`config.mk`:
```
export PLATFORM = sky130hd
export DESIGN_NAME = byte_realigner
export DESIGN_NICKNAME = d
export VERILOG_FILES = /design/src/rtl/realign_pkg.sv /design/src/rtl/realign_ctl.sv /design/src/rtl/realign_shift.sv /design/src/rtl/realign_strobe.sv /design/src/rtl/byte_realigner.sv
export SDC_FILE = /design/constraint.sdc
export NUM_CORES = 1
export LEC_CHECK = 0
export BUFFER_PORTS_ARGS = -buffer_cell sky130_fd_sc_hd__buf_2
export CAP_MARGIN = 25
export CORE_AREA = 2 2 165 86
export DETAILED_ROUTE_END_ITERATION = 16
export DIE_AREA = 0 0 167 88
export PLACE_DENSITY = 0.59
export SLEW_MARGIN = 20
export SYNTH_ARGS = -nofsm -noshare
export SYNTH_HDL_FRONTEND = slang
export SYNTH_HIERARCHICAL = 1
export SYNTH_SLANG_ARGS = --single-unit
```
`constraint.sdc`:
```
create_clock -name clk -period 3.85 [get_ports clk]
set_input_delay 0.385 -clock clk [delete_from_list [all_inputs] [get_ports clk]]
set_output_delay 0.385 -clock clk [all_outputs]
set_load 0.05 [all_outputs]
```
`src/rtl/realign_pkg.sv`:
```
package realign_pkg;

   typedef enum logic {
      PH_IDLE = 1'b0,
      PH_RUN  = 1'b1
   } phase_e;

   // Data widths for which lane realignment is offered.
   function automatic bit lane_width_ok(input int w);
      return (w == 32) || (w == 64);
   endfunction

endpackage

```
`src/rtl/realign_ctl.sv`:
```
module realign_ctl
   import realign_pkg::*;
#(
   parameter int NB    = 4,
   parameter int OFF_W = 2,
   parameter int LEN_W = 16,
   parameter int CNT_W = LEN_W + 2 - OFF_W
) (
   input  logic             clk,
   input  logic             rst_n,
   input  logic             cmd_valid,
   output logic             cmd_ready,
   input  logic [OFF_W-1:0] cmd_src_off,
   input  logic [OFF_W-1:0] cmd_dst_off,
   input  logic [LEN_W-1:0] cmd_bytes,
   input  logic             in_valid,
   output logic             in_ready,
   input  logic             out_ready,
   output logic             out_valid,
   output logic             out_last,
   output logic             first_beat,
   output logic             flush,
   output logic             carry_we,
   output logic [OFF_W-1:0] shift,
   output logic [OFF_W-1:0] dst_lane,
   output logic [OFF_W-1:0] end_lane
);

   phase_e           phase;
   logic             skip_q;
   logic             first_q;
   logic [CNT_W-1:0] in_left;
   logic [CNT_W-1:0] out_left;
   logic [OFF_W-1:0] shift_q;
   logic [OFF_W-1:0] dst_q;
   logic [OFF_W-1:0] end_q;
   logic [LEN_W+1:0] in_sum;
   logic [LEN_W+1:0] out_sum;
   logic             have_in;
   logic             cmd_hs;
   logic             in_hs;
   logic             out_hs;

   assign in_sum  = {2'b00, cmd_bytes} + (LEN_W+2)'(cmd_src_off) + (LEN_W+2)'(NB - 1);
   assign out_sum = {2'b00, cmd_bytes} + (LEN_W+2)'(cmd_dst_off) + (LEN_W+2)'(NB - 1);

   assign have_in   = (in_left != '0);
   assign cmd_ready = (phase == PH_IDLE);
   assign out_valid = (phase == PH_RUN) && (have_in ? (in_valid && !skip_q) : 1'b1);
   assign in_ready  = (phase == PH_RUN) && have_in && (skip_q || out_ready);
   assign out_last  = (out_left == CNT_W'(1));
   assign flush     = (phase == PH_RUN) && !have_in;

   assign cmd_hs   = cmd_valid && cmd_ready;
   assign in_hs    = in_valid && in_ready;
   assign out_hs   = out_valid && out_ready;
   assign carry_we = in_hs;

   assign first_beat = first_q;
   assign shift      = shift_q;
   assign dst_lane   = dst_q;
   assign end_lane   = end_q;

   always_ff @(posedge clk) begin
      if (!rst_n) begin
         phase    <= PH_IDLE;
         skip_q   <= 1'b0;
         first_q  <= 1'b0;
         in_left  <= '0;
         out_left <= '0;
         shift_q  <= '0;
         dst_q    <= '0;
         end_q    <= '0;
      end else if (cmd_hs) begin
         phase    <= PH_RUN;
         skip_q   <= (cmd_dst_off < cmd_src_off);
         first_q  <= 1'b1;
         in_left  <= in_sum[LEN_W+1:OFF_W];
         out_left <= out_sum[LEN_W+1:OFF_W];
         shift_q  <= cmd_dst_off - cmd_src_off;
         dst_q    <= cmd_dst_off;
         end_q    <= cmd_dst_off + cmd_bytes[OFF_W-1:0] - OFF_W'(1);
      end else begin
         if (in_hs) begin
            in_left <= in_left - CNT_W'(1);
            skip_q  <= 1'b0;
         end
         if (out_hs) begin
            out_left <= out_left - CNT_W'(1);
            first_q  <= 1'b0;
            if (out_left == CNT_W'(1)) phase <= PH_IDLE;
         end
      end
   end


   idle_quiet_chk: assert property (@(posedge clk) disable iff (!rst_n)
      cmd_ready |-> (!in_ready && !out_valid));


   last_then_idle_chk: assert property (@(posedge clk) disable iff (!rst_n)
      (out_valid && out_ready && out_last) |=> cmd_ready);


   flush_after_input_chk: assert property (@(posedge clk) disable iff (!rst_n)
      (flush && out_valid) |-> !in_ready);

endmodule

```
`src/rtl/realign_shift.sv`:
```
module realign_shift #(
   parameter int NB    = 4,
   parameter int OFF_W = 2
) (
   input  logic             clk,
   input  logic             rst_n,
   input  logic [8*NB-1:0]  in_data,
   input  logic             carry_we,
   input  logic             flush,
   input  logic [OFF_W-1:0] shift,
   output logic [8*NB-1:0]  out_data
);

   logic [8*NB-1:0] rot;
   logic [8*NB-1:0] carry_q;

   for (genvar l = 0; l < NB; l++) begin : g_lane
      logic [OFF_W-1:0] pick;
      logic             from_carry;
      assign pick       = OFF_W'(l) - shift;
      assign rot[8*l +: 8] = in_data[{pick, 3'b000} +: 8];
      assign from_carry = (OFF_W'(l) < shift);
      assign out_data[8*l +: 8] = from_carry ? carry_q[8*l +: 8] :
                                  (flush ? 8'h00 : rot[8*l +: 8]);
   end

   always_ff @(posedge clk) begin
      if (!rst_n)        carry_q <= '0;
      else if (carry_we) carry_q <= rot;
   end


   carry_only_on_take_chk: assert property (@(posedge clk) disable iff (!rst_n)
      !carry_we |=> $stable(carry_q));

endmodule

```
`src/rtl/realign_strobe.sv`:
```
module realign_strobe #(
   parameter int NB    = 4,
   parameter int OFF_W = 2
) (
   input  logic             clk,
   input  logic             rst_n,
   input  logic             active,
   input  logic             first_beat,
   input  logic             last_beat,
   input  logic [OFF_W-1:0] dst_lane,
   input  logic [OFF_W-1:0] end_lane,
   output logic [NB-1:0]    strb
);

   for (genvar l = 0; l < NB; l++) begin : g_strb
      assign strb[l] = (!first_beat || (OFF_W'(l) >= dst_lane)) &&
                       (!last_beat  || (OFF_W'(l) <= end_lane));
   end


   strobe_nonempty_chk: assert property (@(posedge clk) disable iff (!rst_n)
      active |-> (strb != '0));

endmodule

```
`src/rtl/byte_realigner.sv`:
```
module byte_realigner
   import realign_pkg::*;
#(
   parameter int DATA_W = 32,
   parameter int LEN_W  = 16,
   localparam int NB    = DATA_W / 8,
   localparam int OFF_W = $clog2(NB)
) (
   input  logic              clk,
   input  logic              rst_n,
   input  logic              cmd_valid,
   output logic              cmd_ready,
   input  logic [OFF_W-1:0]  cmd_src_off,
   input  logic [OFF_W-1:0]  cmd_dst_off,
   input  logic [LEN_W-1:0]  cmd_bytes,
   input  logic              in_valid,
   output logic              in_ready,
   input  logic [DATA_W-1:0] in_data,
   output logic              out_valid,
   input  logic              out_ready,
   output logic [DATA_W-1:0] out_data,
   output logic [NB-1:0]     out_strb,
   output logic              out_last
);

   localparam int CNT_W = LEN_W + 2 - OFF_W;

   if (!lane_width_ok(DATA_W)) begin : g_bad_width
      $error("byte_realigner: DATA_W must be 32 or 64");
   end
   if (LEN_W <= OFF_W) begin : g_bad_len
      $error("byte_realigner: LEN_W must exceed the lane offset width");
   end

   logic             first_beat;
   logic             flush;
   logic             carry_we;
   logic [OFF_W-1:0] shift;
   logic [OFF_W-1:0] dst_lane;
   logic [OFF_W-1:0] end_lane;

   realign_ctl #(.NB(NB), .OFF_W(OFF_W), .LEN_W(LEN_W), .CNT_W(CNT_W)) u_ctl (
      .clk        (clk),
      .rst_n      (rst_n),
      .cmd_valid  (cmd_valid),
      .cmd_ready  (cmd_ready),
      .cmd_src_off(cmd_src_off),
      .cmd_dst_off(cmd_dst_off),
      .cmd_bytes  (cmd_bytes),
      .in_valid   (in_valid),
      .in_ready   (in_ready),
      .out_ready  (out_ready),
      .out_valid  (out_valid),
      .out_last   (out_last),
      .first_beat (first_beat),
      .flush      (flush),
      .carry_we   (carry_we),
      .shift      (shift),
      .dst_lane   (dst_lane),
      .end_lane   (end_lane)
   );

   realign_shift #(.NB(NB), .OFF_W(OFF_W)) u_shift (
      .clk     (clk),
      .rst_n   (rst_n),
      .in_data (in_data),
      .carry_we(carry_we),
      .flush   (flush),
      .shift   (shift),
      .out_data(out_data)
   );

   realign_strobe #(.NB(NB), .OFF_W(OFF_W)) u_strobe (
      .clk       (clk),
      .rst_n     (rst_n),
      .active    (out_valid),
      .first_beat(first_beat),
      .last_beat (out_last),
      .dst_lane  (dst_lane),
      .end_lane  (end_lane),
      .strb      (out_strb)
   );


   stall_hold_chk: assert property (@(posedge clk) disable iff (!rst_n)
      (out_valid && !out_ready) |=> (out_valid && $stable(out_strb) && $stable(out_last)));


   last_needs_valid_chk: assert property (@(posedge clk) disable iff (!rst_n)
      (out_valid && out_ready && !out_last) |=> !cmd_ready);

endmodule

```
======== Word level (Yosys, flattened, before mapping) ========
Index checks and enable logic that the tools add are counted.
storage, ports and cells
  bits in registers ....................... 73
  input bits .............................. 57
  output and inout bits ................... 40
operators by class
  $add $sub $neg .......................... 13
  $lt $le $gt $ge ......................... 13
  eq/ne operators ......................... 1
  shifts and indexed selects .............. 4
  mux-type cells .......................... 20
  bitwise operators ....................... 1
  reduce and logical (&&, ||, !) cells .... 30
operator list
  operator                                                                          count
  32-bit by 6-bit variable part select with 8-bit output                            4
  16-bit two-way mux                                                                4
  8-bit two-way mux                                                                 8
  18-bit by 2-bit adder with 18-bit output (second input constant)                  2
  16-bit by 2-bit adder with 17-bit output                                          2
  16-bit by 1-bit subtractor with 16-bit output (second input constant)             2
  16-bit by 1-bit == test with 1-bit output (second input constant)                 1
  16-bit nonzero test                                                               1
  1-bit logical AND                                                                 12
  1-bit logical OR                                                                  9
  1-bit two-way mux                                                                 8
  2-bit nonzero test                                                                3
  1-bit by 2-bit >= comparator with 1-bit output (first input constant)             2
  2-bit >= comparator (first input constant)                                        2
  1-bit by 2-bit less-or-equal comparator with 1-bit output (first input constant)  2
  2-bit less-or-equal comparator (first input constant)                             2
  1-bit zero test                                                                   4
  1-bit by 2-bit < comparator with 1-bit output (first input constant)              2
  2-bit < comparator (first input constant)                                         2
  1-bit by 2-bit subtractor with 2-bit output (first input constant)                2
  2-bit subtractor (first input constant)                                           2
  2-bit adder                                                                       1
  2-bit < comparator                                                                1
  2-bit AND reduction                                                               1
  3 further kinds                                                                   3

======== Logic depth before layout (Yosys ltp) ========
  depth in word-level cells ............... 7
  depth in mapped cells ................... 9

======== Hierarchy ========
Netlist, hierarchy kept.
modules (own cells, without submodules)
  module          times used  cells an instance  area each (µm²)  seq. area each (µm²)
  realign_ctl     1           362                2954.1           820.8
  realign_shift   1           203                2118.3           480.5
  realign_strobe  1           7                  43.8             0.0

======== Worst setup path before layout ========
Ideal clock, no wire load.
  kind .................................... register -> output
  start ................................... register u_ctl.out_left[7]
  end ..................................... output port out_strb[3]
  arrival time ............................ 3.713 ns
  required time ........................... 3.465 ns
  slack ................................... -0.248 ns
  cell stages (with the launch flop) ...... 5
  path buffers ............................ 0
  cells stage by stage .................... dfxtp_1 -> or4_1 -> nand2b_1 -> nor4_1 -> nand2_1
on the way
  longest elaborated chain between the ends .. 4
RTL lines
  element                                    RTL line              source
  start: declaration                         realign_ctl.sv:33     logic [CNT_W-1:0] out_left;
  start signal: assignment                   realign_ctl.sv:79     out_left <= out_sum[LEN_W+1:OFF_W];
  start signal: assignment                   realign_ctl.sv:89     out_left <= out_left - CNT_W'(1);
  16-bit by 1-bit == test with 1-bit output  realign_ctl.sv:51     assign out_last = (out_left == CNT_W'(1));
  via out_last                               byte_realigner.sv:23  output logic out_last
  1-bit zero test                            realign_strobe.sv:17  (!last_beat || (OFF_W'(l) <= end_lane));
  1-bit logical OR                           realign_strobe.sv:17
  1-bit logical AND                          realign_strobe.sv:16  assign strb[l] = (!first_beat || (OFF_W'(l) >= dst_lane)) &&
  end: declaration                           byte_realigner.sv:22  output logic [NB-1:0] out_strb,
The timed path passes the listed nets, and every way through them passes these cells.

======== Final worst setup path ========
  start ................................... register u_ctl.in_left[0]
  end ..................................... output port out_data[16]
on the way
  longest elaborated chain between the ends .. 5
RTL lines
  element                   RTL line              source
  start: declaration        realign_ctl.sv:32     logic [CNT_W-1:0] in_left;
  start signal: assignment  realign_ctl.sv:78     in_left <= in_sum[LEN_W+1:OFF_W];
  start signal: assignment  realign_ctl.sv:85     in_left <= in_left - CNT_W'(1);
  16-bit nonzero test       realign_ctl.sv:47     assign have_in = (in_left != '0);
  1-bit zero test           realign_ctl.sv:52     assign flush = (phase == PH_RUN) && !have_in;
  1-bit logical AND         realign_ctl.sv:52
  via flush                 byte_realigner.sv:36  logic flush;
  8-bit two-way mux         realign_shift.sv:24   (flush ? 8'h00 : rot[8*l +: 8]);
  8-bit two-way mux         realign_shift.sv:23   assign out_data[8*l +: 8] = from_carry ? carry_q[8*l +: 8] :
  end: declaration          byte_realigner.sv:21  output logic [DATA_W-1:0] out_data,
The timed path passes the listed nets, and every way through them passes these cells.

==> results summary <==
The post-CTS setup repair buffer count came out at 0. The initial antenna violation count is 0. The TritonCTS clock tree is yes.

The total detailed-routing wirelength is 15.45 mm. The tree is rooted in a clkbuf_16. The setup-violating endpoint count in the final report is 0. The H-tree depth reported by CTS is 3. The average cell area after synthesis came out at 8.944 µm². The post-synthesis net count is 644. The number of gates given a new drive strength after cts came out at 0. From left edge to right edge, the die measures 167 µm.

The count of standard-cell rows is 30. The TritonCTS sink count came out at 65. STA classifies the critical path startpoint as a flop. The number of cells on the worst hold path came out at 3. In this run the critical register-to-register path is launched from u_ctl/in_left[0]. The number of DRC markers after the initial detailed-route iteration came out at 457. The share of the clock period used by the worst path came out at 0.8930.

The final design instance area without fill is 0.005998 mm². The post-synthesis to final-layout area growth came out at 17.24%. In the final design database the tool counted slightly above 700 nets.

The share of final-layout standard cells stronger than drive strength 1 came out at 0.2546. The sum of negative setup slack is 0 ps. The share of async-settable or async-resettable flops after synthesis is 0. The minimum clock period is 3438 ps. The repair_antennas step left the layout with diodes totalling 0. For this run, the detailed router's first-pass iteration total came to 5.

The via count normalized by instance count came out at 5.864. The count of endpoints failing hold in the final timing report is 0. The total CTS buffers came out at 9. The data required time at the worst endpoint came out at 3460 ps. The latest clock arrival within the worst-skew pair is 330 ps. The buffer levels on the longest clock path came out at 2. The path class of the tightest hold or removal check is in -> reg. For the pin with the worst max-slew slack, the measured transition is 928.0 ps.

The worst setup path is of the reg -> out kind. Data arrives at the worst endpoint at roughly 3100 ps. The worst supply voltage drop on vdd came out at 220.9 µV. The total area inside the core boundary comes to roughly 0.013 mm². Power spread over the standard cell area amounts to 433.2 mW/mm². The sum of net half-perimeters after detailed placement is 11.63 mm. The total number of yosys warnings is 6. The number of different library cells used by synthesis comes to 67.

The count of input and output buffers came out at 96. The maximum fanout encountered on the critical timing path came out at 8. The number of cells on the worst reg-to-reg path is 7.

Setup repair after global routing left no endpoint under its margin. The post-detailed-route count of antenna-violating nets is 0. In this run the most critical hold path is launched from cmd_dst_off[0].

The leakage power of the design is 2.167 nW. The clock transition at the register clock pins on the worst setup and hold paths after CTS came out at 50 ps. The final RePlAce weighted congestion came out at around 0.91. The number of ports placed on the die boundary came out at 97. The run finished with clean final reports. The detailed-route wire length per cell came out at roughly 19 µm. Static timing analysis puts the maximum clock frequency at 290.9 MHz. The critical path capture point type is an output port. The tool flagged a number of max-cap violations equal to 0. The leading cell type in the layout, fill and taps excluded is buf_2. The via count of the routed design is between 4000 and 5000.

The total overflow left after global routing is 0. The setup slack on the worst flop-to-flop path came out at 780 ps. The initial utilization of the core area, before any placement, comes to 0.3861. In the routed design, unresolved DRC markers number 0.

The number of synthesized register bits is 65. Once placement finished, the instance area stood at 0.005654 mm². The remaining max-slew budget at the tightest pin came out at 0.3790.

The die is 88 µm tall. In the synthesized netlist the dominant register cell turns out to be dfxtp_1. The via count of the first global-routing pass was 4623. The largest net degree at the start of global routing is 48. The cell area that synthesis handed to floorplanning was 0.005116 mm². The final count of pins violating max slew came out at 0. The worst register-to-register path ends at u_shift/carry_q[17]. After technology mapping, the gate count stands at 572. In the global route stage, overall resource usage came out at 0.2061. The count of hold buffers inserted by post-cts repair came out at 0. In the layout the commonest cells are buf_2 (96), dfxtp_1 (64), nand2_1 (40). The number of filler instances in the final layout is 1312. For hold timing, the worst endpoint is u_ctl/dst_lane[0]. For this run, the register share of the synthesized area comes to 0.2543.

The first global-routing pass estimated 24.23 mm of wire. The die covers 0.01470 mm². The count of flip-flops with a built-in enable after synthesis is 0. The setup skew after layout came out at 7.361 ps.
## flip-flops by register name, indices dropped and copies added (netlist names)
signal,flops
u_ctl/phase,1
u_ctl/shift,2
u_ctl/end_lane,2
u_shift/carry_q,24
u_ctl/out_left,16
u_ctl/in_left,16
u_ctl/dst_lane,2
u_ctl/skip_q,1
u_ctl/first_beat,1
## routing by layer
metal,track usage,vias to the layer above,wire length (µm)
li1,-,2345,-
met1,0.3157,2311,7742
met2,0.2941,192,6387
met3,0.04248,7,1241
met4,0.04467,0,75
met5,0,-,0
## through the flow
stage | setup WS (ps) | power (mW) | utilization | hold WS [ps] | instances
finish | 412.0 | 2.598 | 0.4527 | 306.9 | 828
floorplan | 620.1 | 1.445 | - | 445.8 | 572
CTS | 417.6 | 2.605 | 0.4527 | 296.6 | 828
global placement | 856.6 | 1.643 | 0.4267 | 461.2 | 812
detailed placement | 777.4 | 1.654 | 0.4267 | 468.8 | 812
global route | 224.2 | 2.711 | 0.4527 | 312.0 | 828
## Yosys cell counts, types with 3 or more instances
cell	number	share of area
nand4b_1	3	0.0051
a211oi_1	6	0.0088
nor4_1	10	0.012
nand2_1	40	0.029
o21a_1	4	0.0059
mux2i_2	11	0.030
o31ai_1	14	0.021
dfxtp_1	65	0.25
a211oi_2	3	0.0073
inv_1	19	0.014
nor3_1	18	0.018
fa_1	3	0.012
mux2i_1	19	0.037
nand3_1	14	0.014
or3b_1	3	0.0051
a31oi_1	5	0.0061
buf_1	3	0.0022
nand3b_1	29	0.043
nand4_1	11	0.013
o221ai_2	4	0.012
buf_6	4	0.0088
xor2_1	11	0.019
o211ai_1	3	0.0044
a21oi_1	28	0.027
nor2b_1	6	0.0073
or4_1	7	0.010
nand2b_1	13	0.016
o22ai_1	7	0.0086
mux4_2	6	0.026
o21ai_0	15	0.015
clkbuf_1	23	0.017
nor2_1	22	0.016
ha_1	12	0.029
nor2b_4	5	0.013
o221ai_1	36	0.062
buf_2	7	0.0068
a21boi_0	3	0.0044
or3_1	8	0.0098
nor3b_1	3	0.0044
xnor2_1	29	0.050
and3_1	5	0.0061
## final cells by class
type / instances / area, µm² / share of cell area
repair buffers: 105 / 548.0 / 0.09136
well taps: 176 / 220.2 / 0.03671
clock inverters: 7 / 118.9 / 0.01982
flip-flops and latches: 65 / 1303 / 0.2171
inverters: 19 / 71.32 / 0.01189
multi-input cells: 447 / 3512 / 0.5855
clock buffers: 9 / 225.2 / 0.03755
## critical path, stage by stage (launching register included)
cell	delay, ps
dfxtp_1	320
inv_1	60
ha_1	280
or3b_1	470
or4_1	540
nor2_2	170
or3b_1	430
o221ai_1	210
buf_2	250
## how the worst max path moves through the flow
stage	slack, ps	endpoint	cells after the start	startpoint
2_1_floorplan	620	out_strb[3]	4	u_ctl/out_left[7]
3_3_place_gp	860	out_data[16]	8	u_ctl/in_left[0]
3_5_place_dp	780	out_data[16]	8	u_ctl/in_left[0]
4_1_cts	420	out_data[16]	8	u_ctl/in_left[0]
5_1_grt	220	out_data[17]	8	u_ctl/in_left[0]
6_report	410	out_data[16]	8	u_ctl/in_left[0]
## where the power goes
| group | switching, mW | internal [mW] |
|---|---|---|
| clock network | 0.316 | 0.632 |
| logic | 0.601 | 0.282 |
| registers | 0.0474 | 0.719 |
| total | 0.965 | 1.63 |
## cells by family after synthesis
kind of cell,share of synthesized area
AO/OA/AOI/OAI,0.2260
XOR/XNOR,0.06848
adder cells (fa/ha/maj),0.04109
buffers and inverters,0.06089
flip-flops,0.2543
multiplexers,0.1123
AND/OR/NAND/NOR,0.2370
(Power assumes the default switching activity.)
